==> config.mk <==
export PLATFORM = sky130hd
export DESIGN_NAME = coh_line_ctrl
export DESIGN_NICKNAME = d
export VERILOG_FILES = /design/src/rtl/coh_pkg.sv /design/src/rtl/coh_hold_reg.sv /design/src/rtl/coh_line_fsm.sv /design/src/rtl/coh_line_ctrl.sv
export SDC_FILE = /design/constraint.sdc
export NUM_CORES = 1
export LEC_CHECK = 0
export BUFFER_PORTS_ARGS = -buffer_cell sky130_fd_sc_hd__buf_2
export CORE_MARGIN = 5
export CORE_UTILIZATION = 40
export CTS_CLUSTER_SIZE = 40
export DETAILED_ROUTE_END_ITERATION = 8
export PLACE_DENSITY = 0.73
export SLEW_MARGIN = 10
export SYNTH_ARGS = -nofsm -noshare
export SYNTH_HDL_FRONTEND = slang
export SYNTH_HIERARCHICAL = 1
export SYNTH_SLANG_ARGS = --single-unit
==> constraint.sdc <==
create_clock -name clk -period 3.2 [get_ports clk]
set_input_delay 0.16 -clock clk [delete_from_list [all_inputs] [get_ports clk]]
set_output_delay 0.16 -clock clk [all_outputs]
set_load 0.02 [all_outputs]
==> src/rtl/coh_pkg.sv <==
package coh_pkg;
  typedef enum logic [1:0] {
    LS_INV = 2'd0,
    LS_SHD = 2'd1,
    LS_EXC = 2'd2,
    LS_PND = 2'd3
  } line_st_e;

  typedef enum logic [2:0] {
    IN_WBREQ  = 3'd0,
    IN_FLREQ  = 3'd1,
    IN_INVREQ = 3'd2,
    IN_SHREP  = 3'd3,
    IN_EXREP  = 3'd4
  } in_msg_e;

  typedef enum logic [1:0] {
    VC_INV   = 2'd0,
    VC_WB    = 2'd1,
    VC_FLUSH = 2'd2
  } vol_e;

  typedef enum logic [2:0] {
    OUT_SHREQ  = 3'd0,
    OUT_EXREQ  = 3'd1,
    OUT_INVREP = 3'd2,
    OUT_WBREP  = 3'd3,
    OUT_FLREP  = 3'd4
  } out_msg_e;
endpackage

==> src/rtl/coh_hold_reg.sv <==
module coh_hold_reg #(
  parameter int W = 8
) (
  input  logic         clk,
  input  logic         rst_n,
  input  logic         load,
  input  logic [W-1:0] din,
  output logic         free,
  output logic         valid,
  input  logic         ready,
  output logic [W-1:0] dout
);
  assign free = !valid || ready;

  always_ff @(posedge clk) begin
    if (!rst_n) begin
      valid <= 1'b0;
      dout  <= '0;
    end else if (load) begin
      valid <= 1'b1;
      dout  <= din;
    end else if (ready) begin
      valid <= 1'b0;
    end
  end

  // a waiting entry is neither dropped nor altered
  p_hold_stable_r11: assert property (@(posedge clk) disable iff (!rst_n)
    (valid && !ready) |=> (valid && $stable(dout)));
  // the producer only writes when the slot can take it
  p_load_when_free_r11: assert property (@(posedge clk) disable iff (!rst_n)
    load |-> free);
endmodule

==> src/rtl/coh_line_fsm.sv <==
module coh_line_fsm
  import coh_pkg::*;
(
  input  logic     clk,
  input  logic     rst_n,
  input  logic     msg_valid,
  input  in_msg_e  msg_kind,
  input  logic     vol_valid,
  input  vol_e     vol_kind,
  input  logic     cpu_valid,
  input  logic     cpu_store,
  input  logic     out_free,
  input  logic     rsp_free,
  output line_st_e state,
  output logic     msg_ready,
  output logic     vol_ready,
  output logic     cpu_ready,
  output logic     emit,
  output out_msg_e emit_kind,
  output logic     emit_with_data,
  output logic     fill,
  output logic     wr,
  output logic     ld_hit
);
  line_st_e st, want_st;
  logic want_out, want_data, want_fill, want_wr, want_ld, cons, step_ok, go;
  out_msg_e want_kind;

  always_comb begin
    want_out  = 1'b0;
    want_kind = OUT_SHREQ;
    want_data = 1'b0;
    want_st   = st;
    want_fill = 1'b0;
    want_wr   = 1'b0;
    want_ld   = 1'b0;
    cons      = 1'b1;
    if (msg_valid) begin
      unique case (msg_kind)
        IN_WBREQ: if (st == LS_EXC) begin
          want_out = 1'b1; want_kind = OUT_WBREP; want_data = 1'b1; want_st = LS_SHD;
        end
        IN_FLREQ: if (st == LS_EXC) begin
          want_out = 1'b1; want_kind = OUT_FLREP; want_data = 1'b1; want_st = LS_INV;
        end else if (st == LS_SHD) begin
          want_out = 1'b1; want_kind = OUT_INVREP; want_st = LS_INV;
        end
        IN_INVREQ: if (st == LS_SHD) begin
          want_out = 1'b1; want_kind = OUT_INVREP; want_st = LS_INV;
        end
        IN_SHREP: if (st == LS_INV || st == LS_PND) begin
          want_fill = 1'b1; want_st = LS_SHD;
        end
        IN_EXREP: if (st == LS_INV || st == LS_PND) begin
          want_fill = 1'b1; want_st = LS_EXC;
        end else if (st == LS_SHD) begin
          want_st = LS_EXC;
        end
        default: ;
      endcase
    end else if (vol_valid) begin
      if (vol_kind == VC_INV && st == LS_SHD) begin
        want_out = 1'b1; want_kind = OUT_INVREP; want_st = LS_INV;
      end else if (vol_kind == VC_WB && st == LS_EXC) begin
        want_out = 1'b1; want_kind = OUT_WBREP; want_data = 1'b1; want_st = LS_SHD;
      end else if (vol_kind == VC_FLUSH && st == LS_EXC) begin
        want_out = 1'b1; want_kind = OUT_FLREP; want_data = 1'b1; want_st = LS_INV;
      end
    end else if (cpu_valid) begin
      unique case (st)
        LS_INV: begin
          cons = 1'b0; want_out = 1'b1; want_st = LS_PND;
          want_kind = cpu_store ? OUT_EXREQ : OUT_SHREQ;
        end
        LS_SHD: if (cpu_store) begin
          cons = 1'b0; want_out = 1'b1; want_kind = OUT_EXREQ; want_st = LS_PND;
        end else begin
          want_ld = 1'b1;
        end
        LS_EXC: if (cpu_store) want_wr = 1'b1;
                else           want_ld = 1'b1;
        default: cons = 1'b0;
      endcase
    end
    step_ok   = want_out ? out_free : (want_ld ? rsp_free : 1'b1);
    go        = (msg_valid || vol_valid || cpu_valid) && step_ok;
    msg_ready = msg_valid && step_ok;
    vol_ready = !msg_valid && vol_valid && step_ok;
    cpu_ready = !msg_valid && !vol_valid && cpu_valid && step_ok && cons;
  end

  assign emit           = go && want_out;
  assign emit_kind      = want_kind;
  assign emit_with_data = want_data;
  assign fill           = go && want_fill;
  assign wr             = go && want_wr;
  assign ld_hit         = go && want_ld;
  assign state          = st;

  always_ff @(posedge clk) begin
    if (!rst_n) st <= LS_INV;
    else if (go) st <= want_st;
  end

  // one input source per cycle
  p_one_source_r10: assert property (@(posedge clk) disable iff (!rst_n)
    $onehot0({msg_ready, vol_ready, cpu_ready}));
  // processor is stalled while pending
  p_pend_stall_r3: assert property (@(posedge clk) disable iff (!rst_n)
    (st == LS_PND) |-> !cpu_ready);
  // a request sent from invalid always lands in pending
  p_miss_pending_r2: assert property (@(posedge clk) disable iff (!rst_n)
    (st == LS_INV && emit) |=> (st == LS_PND));
endmodule

==> src/rtl/coh_line_ctrl.sv <==
module coh_line_ctrl
  import coh_pkg::*;
#(
  parameter int DATA_W = 8
) (
  input  logic              clk,
  input  logic              rst_n,
  input  logic              cpu_req_valid,
  output logic              cpu_req_ready,
  input  logic              cpu_req_store,
  input  logic [DATA_W-1:0] cpu_req_wdata,
  output logic              ld_rsp_valid,
  input  logic              ld_rsp_ready,
  output logic [DATA_W-1:0] ld_rsp_data,
  input  logic              net_in_valid,
  output logic              net_in_ready,
  input  logic [2:0]        net_in_kind,
  input  logic [DATA_W-1:0] net_in_data,
  input  logic              vol_valid,
  output logic              vol_ready,
  input  logic [1:0]        vol_kind,
  output logic              net_out_valid,
  input  logic              net_out_ready,
  output logic [2:0]        net_out_kind,
  output logic [DATA_W-1:0] net_out_data,
  output logic [1:0]        line_state
);
  localparam int OUT_W = 3 + DATA_W;

  line_st_e          st;
  out_msg_e          emit_kind;
  logic              emit, emit_with_data, fill, wr, ld_hit, out_free, rsp_free;
  logic [DATA_W-1:0] line_q;
  logic [OUT_W-1:0]  out_din, out_dout;

  coh_line_fsm u_fsm (
    .clk            (clk),
    .rst_n          (rst_n),
    .msg_valid      (net_in_valid),
    .msg_kind       (in_msg_e'(net_in_kind)),
    .vol_valid      (vol_valid),
    .vol_kind       (vol_e'(vol_kind)),
    .cpu_valid      (cpu_req_valid),
    .cpu_store      (cpu_req_store),
    .out_free       (out_free),
    .rsp_free       (rsp_free),
    .state          (st),
    .msg_ready      (net_in_ready),
    .vol_ready      (vol_ready),
    .cpu_ready      (cpu_req_ready),
    .emit           (emit),
    .emit_kind      (emit_kind),
    .emit_with_data (emit_with_data),
    .fill           (fill),
    .wr             (wr),
    .ld_hit         (ld_hit)
  );

  always_ff @(posedge clk) begin
    if (!rst_n)    line_q <= '0;
    else if (fill) line_q <= net_in_data;
    else if (wr)   line_q <= cpu_req_wdata;
  end

  assign out_din = {emit_kind, (emit_with_data ? line_q : {DATA_W{1'b0}})};

  coh_hold_reg #(.W(OUT_W)) u_out (
    .clk   (clk),
    .rst_n (rst_n),
    .load  (emit),
    .din   (out_din),
    .free  (out_free),
    .valid (net_out_valid),
    .ready (net_out_ready),
    .dout  (out_dout)
  );

  coh_hold_reg #(.W(DATA_W)) u_rsp (
    .clk   (clk),
    .rst_n (rst_n),
    .load  (ld_hit),
    .din   (line_q),
    .free  (rsp_free),
    .valid (ld_rsp_valid),
    .ready (ld_rsp_ready),
    .dout  (ld_rsp_data)
  );

  assign net_out_kind = out_dout[OUT_W-1:DATA_W];
  assign net_out_data = out_dout[DATA_W-1:0];
  assign line_state   = st;

  // upgrade from shared keeps the existing data
  p_upgrade_keeps_r6: assert property (@(posedge clk) disable iff (!rst_n)
    (st == LS_SHD && net_in_valid && net_in_ready && net_in_kind == 3'd4)
      |=> (st == LS_EXC && $stable(line_q)));
  // a reply in invalid or pending installs its data
  p_reply_fills_r4: assert property (@(posedge clk) disable iff (!rst_n)
    ((st == LS_INV || st == LS_PND) && net_in_valid && net_in_ready &&
     (net_in_kind == 3'd3 || net_in_kind == 3'd4))
      |=> (line_q == $past(net_in_data)));
  // entering pending is always announced on the network
  p_pend_announced_r2: assert property (@(posedge clk) disable iff (!rst_n)
    (st == LS_PND && $past(st) != LS_PND) |-> net_out_valid);
endmodule

# == After elaboration in Yosys (flattened, before gate mapping) ==
# Cells that the tools add are included.
# word_totals
register_bits,31
inputBits,29
elab_cells,126
out_inout_bits,26
# op_classes
n_mux,68
n_reduce_logical,37
n_eq_ne,15
# ops
op,count
$mux W1,36
$mux W2,15
$mux W3,8
$mux W8,3
$logic_and A1 B1 Y1,15
$pmux W2 S5,1
$pmux W3 S3,1
$reduce_and A9 Y1,1
$reduce_or A2 Y1,4
$eq A2 B2 Y1 const B,3
$eq A3 B2 Y1 const B,2
$ne A3 B2 Y1 const B,2
$ne A6 B1 Y1 const B,1
$reduce_bool A2 Y1,3
$logic_or A1 B1 Y1,5
$ne A5 B2 Y1 const B,1
$eq A2 B1 Y1 const B,2
$logic_not A1 Y1,4
$logic_not A2 Y1,2
$ne A4 B2 Y1 const B,1
$ne A4 B4 Y1 const B,1
$pmux W1 S2,2
$pmux W2 S2,1
$reduce_bool A4 Y1,1
5 further kinds,5

# == Depth between registers and ports, before layout ==
# depth
ltp_word,12
ltp_mapped,10
depth_no_buf,9

# == By module ==
# The synthesis kept the hierarchy.
# modules_own_cells
module,cells_each,seq_area_each_um2,instances,area_per_inst_um2
coh_line_fsm,86,40.0,1,624.3
coh_line_ctrl,43,160.2,1,490.5
coh_hold_reg at u_out,39,240.2,1,451.7
coh_hold_reg at u_rsp,29,180.2,1,339.1

# == Worst setup path before layout ==
# OpenSTA, ideal clock, no wires.
# synth_path
kind,reg2reg
startpoint,reg u_fsm.st[1] (netlist: u_fsm/state[1])
endpoint,reg line_q[0]
setup_time_ps,116
path_stages_with_launch,11
t_required_ps,3084
path_slack_ps,438
n_path_buf,1
t_arrival_ps,2645
period_less_slack_ps,2762
path_cell_list,dfxtp_1 -> inv_1 -> ha_1 -> mux2i_1 -> or3_1 -> and3_4 -> a21o_2 -> nor3_1 -> buf_6 -> mux2_4 -> o211a_1
# synth_between
elab_chain_len,11
elab_cells_between_ends,38
classes_between,eq/ne (3); mux (25); reduce/logical (10)
# synth_rtl
element,line,rtl
from (decl),coh_line_fsm.sv:25,"line_st_e st, want_st;"
from (signal assigned),coh_line_fsm.sv:102,else if (go) st <= want_st;
$eq A2 B1 Y1 / $eq A2 B2 Y1 (equally long branches),n/a,
$reduce_or A2 Y1 (no line) / $logic_and A1 B1 Y1 (equally long branches),n/a,
$mux W1 (on tied branches),n/a,
$mux W1 (on tied branches),"coh_line_fsm.sv:69, coh_line_fsm.sv:64",
$mux W1 (on tied branches),"coh_line_fsm.sv:61, coh_line_fsm.sv:62",
$mux W1 (on tied branches),"coh_line_fsm.sv:38, coh_line_fsm.sv:61",
$mux W1 (on tied branches),"coh_line_fsm.sv:85, coh_line_fsm.sv:38",
$mux W1,coh_line_fsm.sv:85,step_ok = want_out ? out_free : (want_ld ? rsp_free : 1'b1);
$logic_and A1 B1 Y1,coh_line_fsm.sv:86,go = (msg_valid || vol_valid || cpu_valid) && step_ok;
$logic_and A1 B1 Y1 (*),coh_line_fsm.sv:96,assign wr = go && want_wr;
named net wr,coh_line_ctrl.sv:32,"logic emit, emit_with_data, fill, wr, ld_hit, out_free, rsp_free;"
$reduce_bool A2 Y1 (no line) (*),n/a,
to (signal assigned),coh_line_ctrl.sv:61,else if (fill) line_q <= net_in_data;
to (signal assigned),coh_line_ctrl.sv:62,else if (wr) line_q <= cpu_req_wdata;
to (decl),coh_line_ctrl.sv:33,logic [DATA_W-1:0] line_q;
# Mark *: on every way through the listed nets, which the timed path passes. The rest lies on a longest branch.
# A chain may end at the register's enable or synchronous reset.

# == Worst setup path in the final report ==
# layout_path
startpoint,reg u_fsm.st[1] (netlist: u_fsm/state[1])
endpoint,reg line_q[7]
# The elaborated chain is that of the path after synthesis.

==> summary.md <==
| Metric | Value |
|---|---|
| GP Congestion | `0.8909` |
| Syn Inst Count | `197` |
| Initial core utilization | `0.4089` |
| Dpl hpwl | `between 3000 and 4000 µm` |
| Die footprint | `6244 µm²` |
| Multi-input gate area | `between 1000 and 1500 µm²` |
| Buf+Inv Stages, Crit Path | `2` |
| Total track usage | `0.1509` |
| Synth unique cells | `40` |
| Total gr overflow | `0` |
| Hold depth | `3` |
| Critical path capture point type | `register` |
| Root Buffer | `clkbuf_8` |
| WL final | `between 4000 and 5000 µm` |
| Worst reg-to-reg setup slack | `slightly below 0.4 ns` |
| RSZ-0062 raised after global routing | `false` |
| Commonest non-fill, non-tap cells in the layout | `buf_2 (54), dfxtp_1 (31), mux2i_1 (24)` |
| HP Class | `input pin to register` |
| Max Clock Freq | `355.5 MHz` |
| Period utilization | `0.8789` |
| Max Cap Viol | `0` |
| Final net count | `288` |
| Initial antenna violation count | `0` |
| CP Launch Type | `register` |
| Worst path required time | `3.37 ns` |
| FILL cells | `between 400 and 500` |
| Syn_area_per_cell | `9.673 µm²` |
| Clk Latency, worst-skew pair | `0.28 ns` |
| Setup violations, final | `0` |
| Pleak | `approximately 1.0 nW` |
| First-pass GRT wire length | `7493 µm` |
| Slew Viols, Final | `0` |
| # Post-CTS Setup Buffers | `0` |
| Commonest non-fill, non-tap cell in the layout | `buf_2` |
| Cts repair resizes | `0` |
| First-pass DRT Iterations | `4` |
| Crit-path cells | `inv_1 > ha_1 > mux2i_1 > or3_1 > and3_4 > a21o_2 > nor3_1 > buf_4 > mux2_4 > o211a_1` |
| Port buffer count | `54` |
| R2R Path End | `line_q[7]` |
| Max IR drop VDD | `0.2216 mV` |
| Clock-pin transition on the worst setup and hold timing paths | `0.07 ns` |
| Skew final | `0.008550 ns` |
| Final hold violation count | `0` |
| Max-slew headroom | `0.5273` |
| Final min period | `between 2 and 3 ns` |
| CTS tree | `done` |
| Total area of sequential cells | `620.6 µm²` |
| Total Neg Setup Slack | `0 ns` |
| Synthesized area | `1906 µm²` |
| Register-to-Register Path Depth | `10` |
| Net Count, Synth | `232` |
| Slowest CP cell | `dfxtp_1` |
| WL per Instance | `14.80 µm` |
| H-tree depth | `2` |
| Post-route ant nets | `0` |
| Initial DRC count | `80` |
| CP top delay family | `simple AND/OR/NAND/NOR gates` |
| DRC | `0` |
| Predominant post-synthesis flop cell | `dfxtp_1` |
| Vias per cell | `approximately 5` |
| Register area share after synthesis | `0.3257` |
| Clk sink count | `31` |
| Die Wd | `79.02 µm` |
| Cts hold-fix bufs | `0` |
| Buffer levels on the longest clock path | `2` |
| Hold Crit Start | `net_in_data[2]` |
| Row cnt | `25` |
| Post-synth EDFFs | `0` |
| Pin count of the biggest net entering global routing | `34` |
| Total CTS buffers | `5` |
| CP peak stage delay | `0.42 ns` |
| Vias | `1585` |
| Hold Path End | `line_q[2]` |
| Hold WS | `about 0.18 ns` |
| Yosys warnings | `6` |
| Antenna Cells | `0` |
| WS Path Type | `register to register` |
| Status | `finished, final reports clean` |
| Origin of the critical flop-to-flop path | `u_fsm/state[1]` |
| Pwr Density | `380.0 nW/µm²` |
| Layout cells sized above 1 | `0.3228` |
| Num ports | `55` |
| Arr. time, crit path | `2.98 ns` |
| Core area | `4661 µm²` |
| Slew @ Worst Pin | `0.7017 ns` |
| Worst Path Max Fanout | `8` |
| Area Growth Syn to Fin | `20.29%` |
| Vias in the first global route | `1520` |
| Fraction of registers with async set or reset after synthesis | `0` |
| FF+latch count, synth | `31` |
| DIE HEIGHT | `79.02 µm` |
-- worst max-delay path by stage --
stage               slack (ns)           start         to  cells past startpoint
floorplan                 0.44  u_fsm/state[1]  line_q[0]                     10
global placement          0.50  u_fsm/state[1]  line_q[2]                     10
CTS                       0.39  u_fsm/state[1]  line_q[7]                     10
finish                    0.39  u_fsm/state[1]  line_q[7]                     10
detailed placement        0.40  u_fsm/state[1]  line_q[7]                     10
global route              0.19  u_fsm/state[0]  line_q[7]                     10
-- power breakdown --
part / leakage [nW] / internal (mW) / switching, mW
combinational: 0.742 / 0.0813 / 0.0859
sequential: 0.251 / 0.398 / 0.0113
clock: 0.0412 / 0.152 / 0.143
total: 1.03 / 0.631 / 0.241
-- kinds of logic (layout without fill, tap and decap cells) --
kind of cell	Yosys count	in the layout	synth area share
DFF	31	31	0.3257
adders and majority gates	6	6	0.03939
xor gates and xnor gates	1	1	0.004597
buffers and inverters	15	72	0.04662
and+or+nand+nor	75	75	0.2482
muxes	33	33	0.1950
AOI/OAI and AO/OA	36	36	0.1405
-- worst register-to-register path, cell delays in order (launching register included) --
cell	delay, ns
dfxtp_1	0.42
inv_1	0.13
ha_1	0.36
mux2i_1	0.08
or3_1	0.39
and3_4	0.19
a21o_2	0.20
nor3_1	0.18
buf_4	0.23
mux2_4	0.31
o211a_1	0.20
-- routing by layer --
| metal | part of all wire | wire length, µm | up-vias | GRT usage |
|---|---|---|---|---|
| met5 | 0 | 0 | - | 0 |
| met4 | 0.0097 | 44 | 0 | 0.04811 |
| met3 | 0.070 | 321 | 6 | 0.04195 |
| met2 | 0.44 | 2020 | 54 | 0.2290 |
| met1 | 0.48 | 2172 | 727 | 0.2064 |
| li1 | - | - | 798 | - |
-- Yosys cell counts, drive strengths merged (7+ instances only) --
library cell / n / share of area
nand2: 8 / 0.016
o21ai: 10 / 0.026
o211a: 8 / 0.042
or2b: 8 / 0.032
nor2b: 23 / 0.076
buf: 7 / 0.031
mux2i: 24 / 0.13
and2: 9 / 0.030
mux2: 9 / 0.069
dfxtp: 31 / 0.33
-- layout make-up --
| class | count | area share |
|---|---|---|
| Tap cell | 54 | 0.02948 |
| Clock inverter | 2 | 0.005459 |
| Inverter | 6 | 0.009825 |
| Clock buffer | 6 | 0.03166 |
| Timing Repair Buffer | 58 | 0.1310 |
| Sequential cell | 31 | 0.2707 |
| Multi-Input combinational cell | 151 | 0.5218 |
-- stage by stage --
step	total power, mW	setup WS, ns	instance area (µm²)	util	std cells
2_1_floorplan	0.5318	0.4385	1906	-	197
3_3_place_gp	0.5809	0.5002	2207	0.4736	300
3_5_place_dp	0.5837	0.3998	2207	0.4736	300
4_1_cts	0.8838	0.3868	2292	0.4918	308
5_1_grt	0.9162	0.1902	2292	0.4918	308
6_report	0.8711	0.3874	2292	0.4918	308
-- sequential cells by signal, summed over array words and instances (netlist names) --
signal and count:
line_q 8, u_fsm/state 2, u_out/dout 11, u_out/valid 1, u_rsp/dout 8, u_rsp/valid 1
(Power assumes the default switching activity.)
